$ cat src/rtl/pcu_pkg.sv
// Shared constants for the next-PC unit.
// Assumes byte addressing and instructions of a power-of-two byte size.
package pcu_pkg;
    localparam int unsigned PCU_ADDR_W      = 64;
    localparam int unsigned PCU_INSTR_W     = 32;
    localparam int unsigned PCU_IMM_W       = 16;
    localparam int unsigned PCU_INSTR_BYTES = 4;
endpackage

$ cat src/rtl/pcu_step_adder.sv
// Sequential-address adder: adds the fixed instruction size to the PC.
// Assumes the sum wraps modulo 2^ADDR_W; no carry out is kept.
module pcu_step_adder #(
    parameter int unsigned ADDR_W      = 64,
    parameter int unsigned INSTR_BYTES = 4
) (
    input  logic [ADDR_W-1:0] pc_in,
    output logic [ADDR_W-1:0] pc_next_seq
);
    localparam logic [ADDR_W-1:0] STEP = ADDR_W'(INSTR_BYTES);

    // Dedicated increment, independent of the main ALU.
    always_comb begin
        pc_next_seq = pc_in + STEP;
    end
endmodule

$ cat src/rtl/pcu_offset_gen.sv
// Branch offset generator: sign-extends the immediate field to the
// address width and scales it to a byte displacement.
// Assumes INSTR_BYTES is a power of two, so the scaling is a left shift.
module pcu_offset_gen #(
    parameter int unsigned ADDR_W      = 64,
    parameter int unsigned IMM_W       = 16,
    parameter int unsigned INSTR_BYTES = 4
) (
    input  logic [IMM_W-1:0]  imm,
    output logic [ADDR_W-1:0] byte_off
);
    localparam int unsigned SHIFT = $clog2(INSTR_BYTES);
    localparam int unsigned EXT_W = ADDR_W - IMM_W;

    logic [ADDR_W-1:0] sext;

    // Replicate the immediate's sign bit into the upper address bits.
    always_comb begin
        sext = {{EXT_W{imm[IMM_W-1]}}, imm};
    end

    // Scale the word offset to a byte offset.
    always_comb begin
        byte_off = sext << SHIFT;
    end
endmodule

$ cat src/rtl/pcu_target_adder.sv
// Branch target adder: adds the scaled offset to the incremented PC.
// Assumes two's-complement operands; the result wraps modulo 2^ADDR_W.
module pcu_target_adder #(
    parameter int unsigned ADDR_W = 64
) (
    input  logic [ADDR_W-1:0] base,
    input  logic [ADDR_W-1:0] offset,
    output logic [ADDR_W-1:0] target
);
    // Second dedicated adder, so the ALU stays free for the comparison.
    always_comb begin
        target = base + offset;
    end
endmodule

$ cat src/rtl/next_pc_unit.sv
// Next-PC unit: the PC register, the sequential and branch-target adders,
// and the select between them for a branch-if-not-equal.
// Assumes the immediate sits in the low IMM_W bits of the instruction and
// that alu_zero is low when the compared registers differ.
module next_pc_unit
    import pcu_pkg::*;
#(
    parameter int unsigned ADDR_W      = PCU_ADDR_W,
    parameter int unsigned INSTR_W     = PCU_INSTR_W,
    parameter int unsigned IMM_W       = PCU_IMM_W,
    parameter int unsigned INSTR_BYTES = PCU_INSTR_BYTES
) (
    input  logic               clk,
    input  logic               rst_n,
    input  logic [INSTR_W-1:0] instr,
    input  logic               br_ne,
    input  logic               alu_zero,
    output logic [ADDR_W-1:0]  pc_q,
    output logic [ADDR_W-1:0]  pc_plus4,
    output logic [ADDR_W-1:0]  br_target
);
    localparam logic [ADDR_W-1:0] RESET_PC = '0;

    logic [ADDR_W-1:0] scaled_off;
    logic [ADDR_W-1:0] pc_d;
    logic              take_branch;
    logic              unused_upper_fields;

    // Opcode and register fields are decoded elsewhere.
    assign unused_upper_fields = ^instr[INSTR_W-1:IMM_W];

    pcu_step_adder #(
        .ADDR_W     (ADDR_W),
        .INSTR_BYTES(INSTR_BYTES)
    ) u_step (
        .pc_in      (pc_q),
        .pc_next_seq(pc_plus4)
    );

    pcu_offset_gen #(
        .ADDR_W     (ADDR_W),
        .IMM_W      (IMM_W),
        .INSTR_BYTES(INSTR_BYTES)
    ) u_off (
        .imm     (instr[IMM_W-1:0]),
        .byte_off(scaled_off)
    );

    pcu_target_adder #(
        .ADDR_W(ADDR_W)
    ) u_tgt (
        .base  (pc_plus4),
        .offset(scaled_off),
        .target(br_target)
    );

    // Branch is taken only on inequality: strobe set and zero flag clear.
    always_comb begin
        take_branch = br_ne & ~alu_zero;
        pc_d        = take_branch ? br_target : pc_plus4;
    end

    // PC register: synchronous active-low reset, update on rising edge.
    always_ff @(posedge clk) begin
        if (!rst_n) begin
            pc_q <= RESET_PC;
        end else begin
            pc_q <= pc_d;
        end
    end
endmodule

$ cat config.mk
export PLATFORM = sky130hd
export DESIGN_NAME = next_pc_unit
export DESIGN_NICKNAME = d
export VERILOG_FILES = /design/src/rtl/pcu_pkg.sv /design/src/rtl/pcu_step_adder.sv /design/src/rtl/pcu_offset_gen.sv /design/src/rtl/pcu_target_adder.sv /design/src/rtl/next_pc_unit.sv
export SDC_FILE = /design/constraint.sdc
export NUM_CORES = 1
export LEC_CHECK = 0
export BUFFER_PORTS_ARGS = -buffer_cell sky130_fd_sc_hd__buf_2
export CORE_AREA = 2 2 101 151
export CTS_BUF_LIST = sky130_fd_sc_hd__clkbuf_2
export DETAILED_ROUTE_END_ITERATION = 8
export DIE_AREA = 0 0 103 153
export GPL_TIMING_DRIVEN = 0
export HOLD_SLACK_MARGIN = 0.12
export PLACE_DENSITY = 0.95
export SLEW_MARGIN = 10
export SYNTH_ARGS = -nofsm -noshare
export SYNTH_HDL_FRONTEND = slang
export SYNTH_HIERARCHICAL = 1
export SYNTH_SLANG_ARGS = --single-unit
export TNS_END_PERCENT = 100
$ cat constraint.sdc
create_clock -name clk -period 12 [get_ports clk]
set_input_delay 0.6 -clock clk [delete_from_list [all_inputs] [get_ports clk]]
set_output_delay 0.6 -clock clk [all_outputs]
set_load 0.005 [all_outputs]
### After elaboration in Yosys (flattened, before gate mapping)

Cells that the tools add are included.

* memory bits (read-only): 0
* register bits: 64
* memories kept: 0
* RAM bits: 0
* bits in latches: 0

* order comparisons: 0
* bitwise logic cells: 2
* shift-type cells: 0
* multiply operators: 0
* div/mod/pow operators: 0
* equal/unequal tests: 0
* multiplexer cells: 1
* add/sub/neg operators: 2
* reduce and logical (&&, ||, !) cells: 0

Operators by type and width (count)
* adder 64 x 3 -> 64 bit, second input constant: 1
* adder 64 bit: 1
* two-way mux 64 bit: 1
* AND 1 bit: 1
* inverter 1 bit: 1

### Logic depth before layout (Yosys ltp)

Gate-level depths: netlist of run 1.

* word-level depth: 3
* mapped depth: 19

### Cells and area by module

The synthesis of run 1 kept the hierarchy.

By module, submodules not included
* pcu_target_adder: instances 1, area an instance 3902.5 um^2, cells each 579
* next_pc_unit: instances 1, area an instance 2720.1 um^2, cells each 278
* pcu_step_adder: instances 1, area an instance 1365.1 um^2, cells each 205
* pcu_offset_gen: instances 1, area an instance 484.2 um^2, cells each 65

### Worst setup path after synthesis of run 1

OpenSTA, ideal clock, no wires.

* path type: register to output
* start: register pc_q[6]
* end: output br_target[58]
* arrival time: 3704 ps
* stages on the path, launching flop included: 18
* setup slack: 7696 ps
* required time: 11400 ps
* cell sequence: dfxtp_1 nand4_4 nor4_4 and4_1 buf_6 nand3_1 xnor2_1 ha_1 buf_2 a21oi_1 o211ai_1 a21oi_1 a31oi_2 o32a_1 o31a_4 and4bb_1 nor3_2 xnor2_1

* cells in the longest elaborated chain, start to end: 2

Ends and longest elaborated chain
* start: declaration: RTL line next_pc_unit.sv:18 `output logic [ADDR_W-1:0] pc_q,`
* start signal: assignment: RTL line next_pc_unit.sv:68 `pc_q <= pc_d;`
* adder 64 x 3 -> 64 bit: RTL line pcu_step_adder.sv:14 `pc_next_seq = pc_in + STEP;`
* named net pc_plus4[35]: RTL line next_pc_unit.sv:19 `output logic [ADDR_W-1:0] pc_plus4,`
* adder 64 bit: RTL line pcu_target_adder.sv:12 `target = base + offset;`
* end: declaration: RTL line next_pc_unit.sv:20 `output logic [ADDR_W-1:0] br_target`

The timed path passes the listed nets, and every way through them passes these cells.

### Final worst setup path of run 1

* start: register pc_q[2]
* end: output br_target[49]

* cells in the longest elaborated chain, start to end: 2

Ends and longest elaborated chain (RTL line)
* adder 64 x 3 -> 64 bit: pcu_step_adder.sv:14
* adder 64 bit: pcu_target_adder.sv:12

Every way passes these cells.

==> results.txt, run 1 <==
Of the available clock period, the critical path in the final layout requires 52.8%. The run gives 22.2 mm as the detailed-placement wirelength estimate. In this run the mean area of a mapped cell was 7.52 um2. The share of flip-flops with an asynchronous set or reset after synthesis is 0%. Data arrives at the worst endpoint at 5740 ps.

Total congestion overflow after global routing: 0. Capture point of the worst reg-to-reg path: pc_q[49]$_SDFF_PN0_. The slack of the worst reg-to-reg path came out at 6570 ps. Worst reg2reg path startpoint: pc_q[2]$_SDFF_PN0_. TritonCTS built the clock tree. The synthesized netlist devotes 9.69% of its cell area to adder and majority cells. The congestion estimate from routability-driven global placement came to 0.941.

Of the cells placed in the final design, the portion with a size suffix greater than 1 is 25.5%. The tool flagged a number of max-cap violations equal to 0. The post-detailed-route via-to-cell ratio was 5.97; the maximum buffer depth of the clock tree was 2.

For the pin with the worst max-slew slack, the measured transition is 863 ps. The area enclosed by the die boundary is 0.0158 mm2. The capturing element type of the critical path is an output port.

Setup repair after global routing left no endpoint under its margin. The tools report the number of design-rule violations left by the first detailed-router iteration as 608. In this run the tightest slew margin relative to its limit is 41.9%.

Input and output buffers added on the ports amount to 194. The worst-case IR drop observed on VDD is 0.0691 mV. The count of boundary I/O pins was 228. Register with the most flip-flops: pc_q. The synthesized netlist occupies a cell area of 0.00847 mm2.

For this run, design rule violations remaining after detail routing come to 0. For this run, the top clock speed supported by timing is 158 MHz. The run gives 0 as the total count of max-transition violations in the final report.

The worst clock skew was 35.2 ps; the synthesized-area fraction occupied by xor and xnor cells was 12.6%. The maximum single-stage delay on the critical path was 560 ps. The number of cells on the worst reg-to-reg path is 19, and the leakage power total is 4.90 nW.

Summing the areas of all compound-gate instances in the mapped netlist gives 16.9% of the synthesized area. Summed over all layers, the routed wires come to 27.7 mm. For the number of endpoints with negative hold slack in the final report, the log shows 0. Of the total synthesized cell area, the portion taken by AND, OR, NAND and NOR gates is 24.8%. The class of the tightest hold or removal check was in2reg. The beginning of the critical path was pc_q[2]$_SDFF_PN0_. The die is 103 um wide.

The H-tree was split into 3 levels. The run gives 0 ps as the post-route setup TNS. During synthesis, Yosys emitted a total of 6 warnings. The tools report the number of sinks on the clock net as 64.

Relative to the synthesized area, the layout overhead comes to 15.6%. Top fanout value on the critical path: 7. The predominant post-synthesis flop cell is sky130_fd_sc_hd__dfxtp_1.

For this run, the total global-route usage over all layers was measured as 34.5%. Among all stages on the critical path, the largest delay is contributed by sky130_fd_sc_hd__a221oi_1. After the last flow step, the layout net total stands at 1,434.

Post-synthesis instance total: 1,127. In this run the standard cell core region covers 0.0145 mm2. The first TritonRoute pass finished after 7 iterations. Cell class contributing the biggest share of worst-path delay: compound AO/OA/AOI/OAI gates.

For the count of instances resized after the clock tree is built, the log shows 0. Register area: 0.00128 mm2. The largest registers in the layout are pc_q (64). Critical path endpoint: br_target[49]. The number of global-route vias before repair is 8,816, and the number of antenna violations at the first check in global routing is 3. Total stage count of the critical path: 18.

Clock-pin slew was measured on the worst setup and hold paths at 210 ps. In the final routed layout, each cell accounts on average for 18.0 um. After clock tree synthesis, the setup repair step added 0 buffers.

The cell that appears most often on the critical path is sky130_fd_sc_hd__o21ai_1. CTS root buffer: sky130_fd_sc_hd__clkbuf_2. The tools report the number of setup violations in the final report as 0.

The main combinational cell family by area after synthesis is simple AND/OR/NAND/NOR gates. The sort of element at the start of the critical path is a flip-flop. Dividing total power by cell area gives a power density of 94.9 mW/mm2. The multi-input logic area is 0.00608 mm2, and the clock latency at the later pin of the worst-skew pair is 520 ps. At the worst endpoint, the required time is 11,400 ps. Multiplexer cells account for 7.56% of the synthesized area. The final critical path time including I/O delays and setup is 6340 ps. The largest net degree at the start of global routing is 48. The startpoint-to-endpoint class of the critical path was reg2out. The run finished with clean final reports. Together, buffers and inverters on the worst path number 2.

The detail route stage leaves a number of antenna-violating nets equal to 0. The initial utilization of the core area, before any placement, comes to 58.6%. For the number of placement rows, the log shows 54. Register bit count reported by yosys: 64. Traced cell by cell, the critical path runs through ha_1 > nand3_1 > nor4_4 > nand2_1 > nor3_1 > xor2_1 > ha_1 > buf_2 > a21oi_1 > o21bai_1 > a221oi_1 > nand2_1 > o21ai_1 > o21ai_1 > a21boi_1 > o21ai_1 > xor2_1 > buf_2. The total CTS buffers was 9; the count of distinct cell types in the synthesized netlist was 73. Counting the fill cells in the layout gives 1,249. The run gives 0 as the number of buffers added to fix hold violations after cts. Before CTS, the worst setup slack after placement is 6470 ps. The flip-flop count of the largest register after layout came out at 64.

The first global-routing pass estimated 43.3 mm of wire. The vertical extent of the die was 153 um. The synthesized design contains 0 enable-type register cells. The total number of vias was 9,164. The slack of the critical path is 5660 ps. Of the synthesized area, sequential elements account for 15.1%.
power by group:
part	total [W]	internal, W	switching, W
Sequential	0.000266	0.000235	0.0000315
Clock	0.000133	0.0000460	0.0000868
Combinational	0.000530	0.000227	0.000303
cell usage in the layout (no fill, tap or decap), drive strengths merged, types with 21 or more instances in the layout:
| cell | n |
|---|---|
| nand3 | 38 |
| mux2i | 64 |
| xnor2 | 66 |
| clkbuf | 38 |
| inv | 36 |
| nor2 | 56 |
| nand2 | 208 |
| nor3 | 21 |
| ha | 64 |
| buf | 287 |
| nand4 | 51 |
| o21ai | 45 |
| xor2 | 56 |
| dfxtp | 64 |
| a21oi | 80 |
| a21o | 26 |
metrics by stage:
step	power [W]	hold slack, ps	std cells	instance area [um2]	util (%)
CTS	0.000922	308	1532	9790	67.7
finish	0.000929	344	1534	9790	67.7
global placement	0.000773	579	1518	9690	67.0
global route	0.000993	290	1534	9790	67.7
detailed placement	0.000788	604	1518	9690	67.0
floorplan	0.000605	584	1128	8480	-
cell usage after synthesis (3+ instances only):
| library cell | instances | area share [%] |
|---|---|---|
| sky130_fd_sc_hd__and2_1 | 3 | 0.22 |
| sky130_fd_sc_hd__dfxtp_1 | 64 | 15 |
| sky130_fd_sc_hd__nor4_4 | 3 | 0.75 |
| sky130_fd_sc_hd__nand3_1 | 37 | 2.2 |
| sky130_fd_sc_hd__xor2_1 | 56 | 5.8 |
| sky130_fd_sc_hd__a211oi_1 | 3 | 0.27 |
| sky130_fd_sc_hd__nand2_1 | 207 | 9.2 |
| sky130_fd_sc_hd__buf_12 | 7 | 1.7 |
| sky130_fd_sc_hd__clkbuf_1 | 16 | 0.71 |
| sky130_fd_sc_hd__nor2b_1 | 7 | 0.52 |
| sky130_fd_sc_hd__nand4_1 | 48 | 3.5 |
| sky130_fd_sc_hd__buf_2 | 11 | 0.65 |
| sky130_fd_sc_hd__a21o_1 | 26 | 2.3 |
| sky130_fd_sc_hd__buf_4 | 70 | 6.2 |
| sky130_fd_sc_hd__mux2i_1 | 64 | 7.6 |
| sky130_fd_sc_hd__nand2b_1 | 6 | 0.44 |
| sky130_fd_sc_hd__and4_1 | 5 | 0.52 |
| sky130_fd_sc_hd__o31ai_1 | 3 | 0.27 |
| sky130_fd_sc_hd__o21ai_1 | 10 | 0.59 |
| sky130_fd_sc_hd__clkbuf_8 | 9 | 1.5 |
| sky130_fd_sc_hd__o21bai_1 | 16 | 1.4 |
| sky130_fd_sc_hd__o21ai_0 | 35 | 2.1 |
| sky130_fd_sc_hd__inv_1 | 36 | 1.6 |
| sky130_fd_sc_hd__ha_1 | 64 | 9.5 |
| sky130_fd_sc_hd__o21a_1 | 8 | 0.71 |
| sky130_fd_sc_hd__nor3_1 | 20 | 1.2 |
| sky130_fd_sc_hd__and3_1 | 12 | 0.89 |
| sky130_fd_sc_hd__buf_6 | 5 | 0.66 |
| sky130_fd_sc_hd__a21oi_1 | 77 | 4.5 |
| sky130_fd_sc_hd__a21oi_2 | 3 | 0.31 |
| sky130_fd_sc_hd__o211ai_1 | 7 | 0.62 |
| sky130_fd_sc_hd__nor4_1 | 7 | 0.52 |
| sky130_fd_sc_hd__xnor2_1 | 66 | 6.8 |
| sky130_fd_sc_hd__a31oi_1 | 11 | 0.81 |
| sky130_fd_sc_hd__nor2_1 | 56 | 2.5 |
| sky130_fd_sc_hd__or2_2 | 3 | 0.22 |
how the worst min path moves through the flow:
stage | from | end | depth (start not counted)
after floorplan | pc_q[0]$_SDFF_PN0_ | pc_q[0]$_SDFF_PN0_ | 3
after global placement | pc_q[0]$_SDFF_PN0_ | pc_q[0]$_SDFF_PN0_ | 3
after global routing | rst_n | pc_q[4]$_SDFF_PN0_ | 3
final | rst_n | pc_q[61]$_SDFF_PN0_ | 3
after CTS | rst_n | pc_q[61]$_SDFF_PN0_ | 3
after detailed placement | pc_q[0]$_SDFF_PN0_ | pc_q[0]$_SDFF_PN0_ | 3
final cells by class:
class                      count  share of cell area (%)
timing repair buffer         194                    9.91
multi-input combinational    906                    62.0
clock inverter                 4                   0.485
tap                          196                    2.50
buffer                       121                    9.99
clock buffer                  10                   0.511
antenna                        2                  0.0511
inverter                      37                    1.42
sequential                    64                    13.1
logic make-up after synthesis:
group	count (synthesis)
mux	64
fa+ha+maj	65
xor+xnor	122
simple gates	430
buf+inv	158
compound gates	223
flops	64
other cells	1
layer usage:
metal	global-route usage, %	routed length, um	vias up
li1	-	-	4306
met1	37.2	10000	4267
met2	60.7	14200	459
met3	5.58	1720	130
met4	21.8	1680	2
met5	0	13	-
worst register-to-register path, cell delays in order, from the launching register on:
cell	delay [ps]
sky130_fd_sc_hd__dfxtp_1	490
sky130_fd_sc_hd__ha_1	240
sky130_fd_sc_hd__nand3_1	350
sky130_fd_sc_hd__nor4_4	490
sky130_fd_sc_hd__nand2_1	250
sky130_fd_sc_hd__nor3_1	300
sky130_fd_sc_hd__xor2_1	320
sky130_fd_sc_hd__ha_1	290
sky130_fd_sc_hd__buf_2	160
sky130_fd_sc_hd__a21oi_1	220
sky130_fd_sc_hd__o21bai_1	90
sky130_fd_sc_hd__a221oi_1	560
sky130_fd_sc_hd__nand2_1	110
sky130_fd_sc_hd__o21ai_1	270
sky130_fd_sc_hd__o21ai_1	140
sky130_fd_sc_hd__a21boi_1	420
sky130_fd_sc_hd__o21ai_1	140
sky130_fd_sc_hd__xor2_1	220
sky130_fd_sc_hd__nand2_1	90
sky130_fd_sc_hd__mux2i_1	180
No activity file was read; power rests on OpenSTA's default activity.
==> run 2: changes to the inputs <==
--- a/config.mk
+++ b/config.mk
@@ -6,13 +6,13 @@
 export NUM_CORES = 1
 export LEC_CHECK = 0
 export BUFFER_PORTS_ARGS = -buffer_cell sky130_fd_sc_hd__buf_2
-export CORE_AREA = 2 2 101 151
+export CORE_AREA = 2 2 110 165
 export CTS_BUF_LIST = sky130_fd_sc_hd__clkbuf_2
 export DETAILED_ROUTE_END_ITERATION = 8
-export DIE_AREA = 0 0 103 153
+export DIE_AREA = 0 0 112 167
 export GPL_TIMING_DRIVEN = 0
 export HOLD_SLACK_MARGIN = 0.12
-export PLACE_DENSITY = 0.95
+export PLACE_DENSITY = 0.86
 export SLEW_MARGIN = 10
 export SYNTH_ARGS = -nofsm -noshare
 export SYNTH_HDL_FRONTEND = slang
==> constraint.sdc (replaced) <==
create_clock -name clk -period 5.5 [get_ports clk]
set_input_delay 0.275 -clock clk [delete_from_list [all_inputs] [get_ports clk]]
set_output_delay 0.275 -clock clk [all_outputs]
set_load 0.005 [all_outputs]
==> run 2 against run 1 <==
Final cell count increased by 2.2%. Hold slack got worse by 150 ps. Sequential share of layout area decreased by 0.26 points. Total power increased by 120%. Register-to-register slack got worse by 5700 ps. Clock skew increased by 16 ps. Clock-buffer cell count decreased by 1. Via count about the same. Worst setup slack got worse by 5500 ps. Final area increased by 2.6%. First-iteration DRC count increased by 5.9%. Largest cell class unchanged.
==> results.txt, run 2 (synthesis results as in run 1) <==
Derived from the worst setup path, the maximum achievable clock frequency is 186 MHz. The clock latency at the later pin of the worst-skew pair was 570 ps (+50 ps); the top fanout value on the critical path was 7 (unchanged). The maximum VDD drop is 0.133 mV (+92%).

Post-layout instance area: 0.0101 mm2 (+2.6%). TritonCTS built the clock tree. The number of DRC violations after detailed routing came out at 0 (unchanged). The count of boundary I/O pins is 228 (unchanged), and the number of global-route vias before repair is 8,849 (+0.37%). The flow ran to the end, and the final reports show no timing, DRC or antenna violations. The worst path needs 5370 ps of the cycle, external delays included. The sum of routed wire length over all layers came out at 28.5 mm (+3.2%).

The largest registers in the layout are pc_q (64). Number of endpoints with negative hold slack in the final report: 0 (unchanged). Relative slew slack: 60.9% (+19 points).

The number of design-rule violations left by the first detailed-router iteration came out at 644 (+5.9%). In the layout the commonest cells are sky130_fd_sc_hd__nand2_1 (207), sky130_fd_sc_hd__buf_2 (205), sky130_fd_sc_hd__buf_4 (84), sky130_fd_sc_hd__a21oi_1 (75). The power density over cell area came out at 199 mW/mm2 (+110%). The clock transition at the registers of the reported paths works out to 250 ps (+40 ps).

The flip-flop count of the largest register after layout is 64 (unchanged), and the leakage power total is 5.03 nW (+2.6%). For the total number of vias, the log shows 9,166 (+0.022%). The worst hold path belongs to the class in2reg. The number of antenna violations at the first check in global routing was 1 (-2); the total count of max-transition violations in the final report was 0 (unchanged). The worst setup path is launched from a flip-flop.

The overall routing resource usage was 29.2% (-5.4 points); the total congestion overflow after global routing was 0 (unchanged). The tools report the number of setup violations in the final report as 0 (unchanged). The share of the cycle needed by the critical path after routing is 97.6%, and the number of buffers added on ports is 194 (unchanged). The slew at the pin with the worst max-slew slack came out at 581 ps (-283 ps). The worst clock skew was 50.9 ps (+15.6 ps). The residual antenna-violating net count after detailed routing is 0 (unchanged), and the total CTS buffers is 9 (unchanged). The detailed-placement wirelength estimate is 22.8 mm (+2.4%). The placeable core region is 0.0173 mm2 (+19%). The area enclosed by the die boundary came out at 0.0187 mm2 (+19%). The run gives 1,634 (+31%) as the count of fill cells added during filler insertion. The root buffer cell chosen for the clock tree is sky130_fd_sc_hd__clkbuf_2. The vertical extent of the die is 167 um (+9.2%). Post-detailed-route via-to-cell ratio: 5.85 (-2.1%). Initial core utilization: 49.0% (-9.5 points). The library cell used most frequently in the layout, excluding fill and tap cells, is sky130_fd_sc_hd__nand2_1. Max-cap check violation count: 0 (unchanged). The wire length of the first global-routing pass is 44.4 mm (+2.5%), and the signal arrival time at the worst endpoint is 5090 ps (-650 ps). Register with the most flip-flops: pc_q.

The tools report the number of placement rows as 59 (+9.3%). The share of final-layout standard cells stronger than drive strength 1 is 27.8% (+2.3 points). The post-placement cell area was 0.00971 mm2 (+0.22%); the width of the die was 112 um (+8.7%). The routability-driven placement congestion ratio was 0.986 (+4.8%). The startpoint-to-endpoint class of the critical path was reg2out. The run gives 64 (unchanged) as the number of sinks on the clock net. STA classifies the critical path endpoint as an output port.

Maximum buffer depth of the clock tree: 2 (unchanged). The logs give 193 ps (-150 ps) for the worst hold-check slack and 48 (unchanged) for the largest net degree at the start of global routing. The required time at the worst-slack endpoint was 5220 ps (-6180 ps); the mean routed wirelength per cell was 18.2 um (+0.91%). For the number of detailed-route iterations in the first pass, the log shows 5 (-2). Final-stage net count: 1,451 (+1.2%). The number of levels in the clock H-tree is 3 (unchanged), and the signed area change from the synthesized netlist to the final layout is 18.6%.
-- run 2: cell types whose count changed in the layout (fill, tap and decap cells not counted), moves of 3 or more --
cell,previous run,this run
sky130_fd_sc_hd__buf_4,70,84
sky130_fd_sc_hd__dfxtp_1,64,58
sky130_fd_sc_hd__dfxtp_2,0,6
sky130_fd_sc_hd__clkinv_1,1,5
sky130_fd_sc_hd__nor4_1,7,3
sky130_fd_sc_hd__dlygate4sd3_1,0,3
sky130_fd_sc_hd__xnor2_1,66,63
sky130_fd_sc_hd__xnor2_2,0,3
-- run 2: power by group --
group	internal (W)	leakage (nW)	switching (W)
clock	0.0000502	0.0477	0.000200
sequential	0.000513	0.526	0.0000731
combinational	0.000503	4.45	0.000665
total	0.00107	5.03	0.000939
-- run 2: path summary, 6_finish.rpt --
kind                                         start                  end  slack [ps]  cells after the start
worst min-delay path                     instr[15]  pc_q[63]$_SDFF_PN0_         190                      5
worst min register to register  pc_q[0]$_SDFF_PN0_   pc_q[0]$_SDFF_PN0_         630                      3
worst max register to register  pc_q[3]$_SDFF_PN0_  pc_q[62]$_SDFF_PN0_         880                     19
worst max-delay path            pc_q[3]$_SDFF_PN0_        br_target[62]         130                     18
-- run 2: through the flow --
stage          setup WS [ps]  total power, W  cells  setup TNS [ps]  util (%)
2_1_floorplan           1520         0.00132   1128               0         -
3_3_place_gp             273         0.00170   1535               0      56.2
3_5_place_dp             224         0.00172   1535               0      56.2
4_1_cts                 37.8         0.00197   1560               0      57.3
5_1_grt                -48.6         0.00214   1568           -71.5      58.2
6_report                 131         0.00200   1568               0      58.2
-- run 2: critical path, stage by stage, from the launching register on --
cell	delay (ps)
sky130_fd_sc_hd__dfxtp_2	430
sky130_fd_sc_hd__ha_1	200
sky130_fd_sc_hd__nand3_2	240
sky130_fd_sc_hd__nor4_4	300
sky130_fd_sc_hd__buf_4	200
sky130_fd_sc_hd__nand3_2	200
sky130_fd_sc_hd__xnor2_1	240
sky130_fd_sc_hd__ha_1	300
sky130_fd_sc_hd__buf_2	180
sky130_fd_sc_hd__nand2_2	130
sky130_fd_sc_hd__nor4_4	360
sky130_fd_sc_hd__a22oi_1	190
sky130_fd_sc_hd__a31oi_2	310
sky130_fd_sc_hd__o32a_1	230
sky130_fd_sc_hd__o31a_4	180
sky130_fd_sc_hd__nand2_1	80
sky130_fd_sc_hd__o41ai_2	240
sky130_fd_sc_hd__xor2_1	330
sky130_fd_sc_hd__buf_2	180
-- run 2: final cells by class --
type / instances / area [um2] / share of cell area (%)
multi-input combinational: 906 / 6200 / 61.6
sequential: 64 / 1290 / 12.8
timing repair buffer: 211 / 1110 / 11.0
buffer: 121 / 980 / 9.75
tap: 213 / 267 / 2.65
inverter: 37 / 139 / 1.38
clock buffer: 9 / 45.0 / 0.448
clock inverter: 6 / 27.5 / 0.274
antenna: 1 / 2.50 / 0.0249
-- run 2: layer usage --
layer	wire length [um]	global-route usage, %
met2	14800	53.5
met5	0	0
met1	10400	31.2
met4	1770	18.1
met3	1580	3.93
-- run 2: what timing repair did --
item,CTS,global route
setup endpoints to repair,17,17
hold buffers,1,2
resized for setup,5,25
endpoints found under the hold margin,8,7
gates cloned,0,0
pin swaps,5,6
buffers inserted,9,5
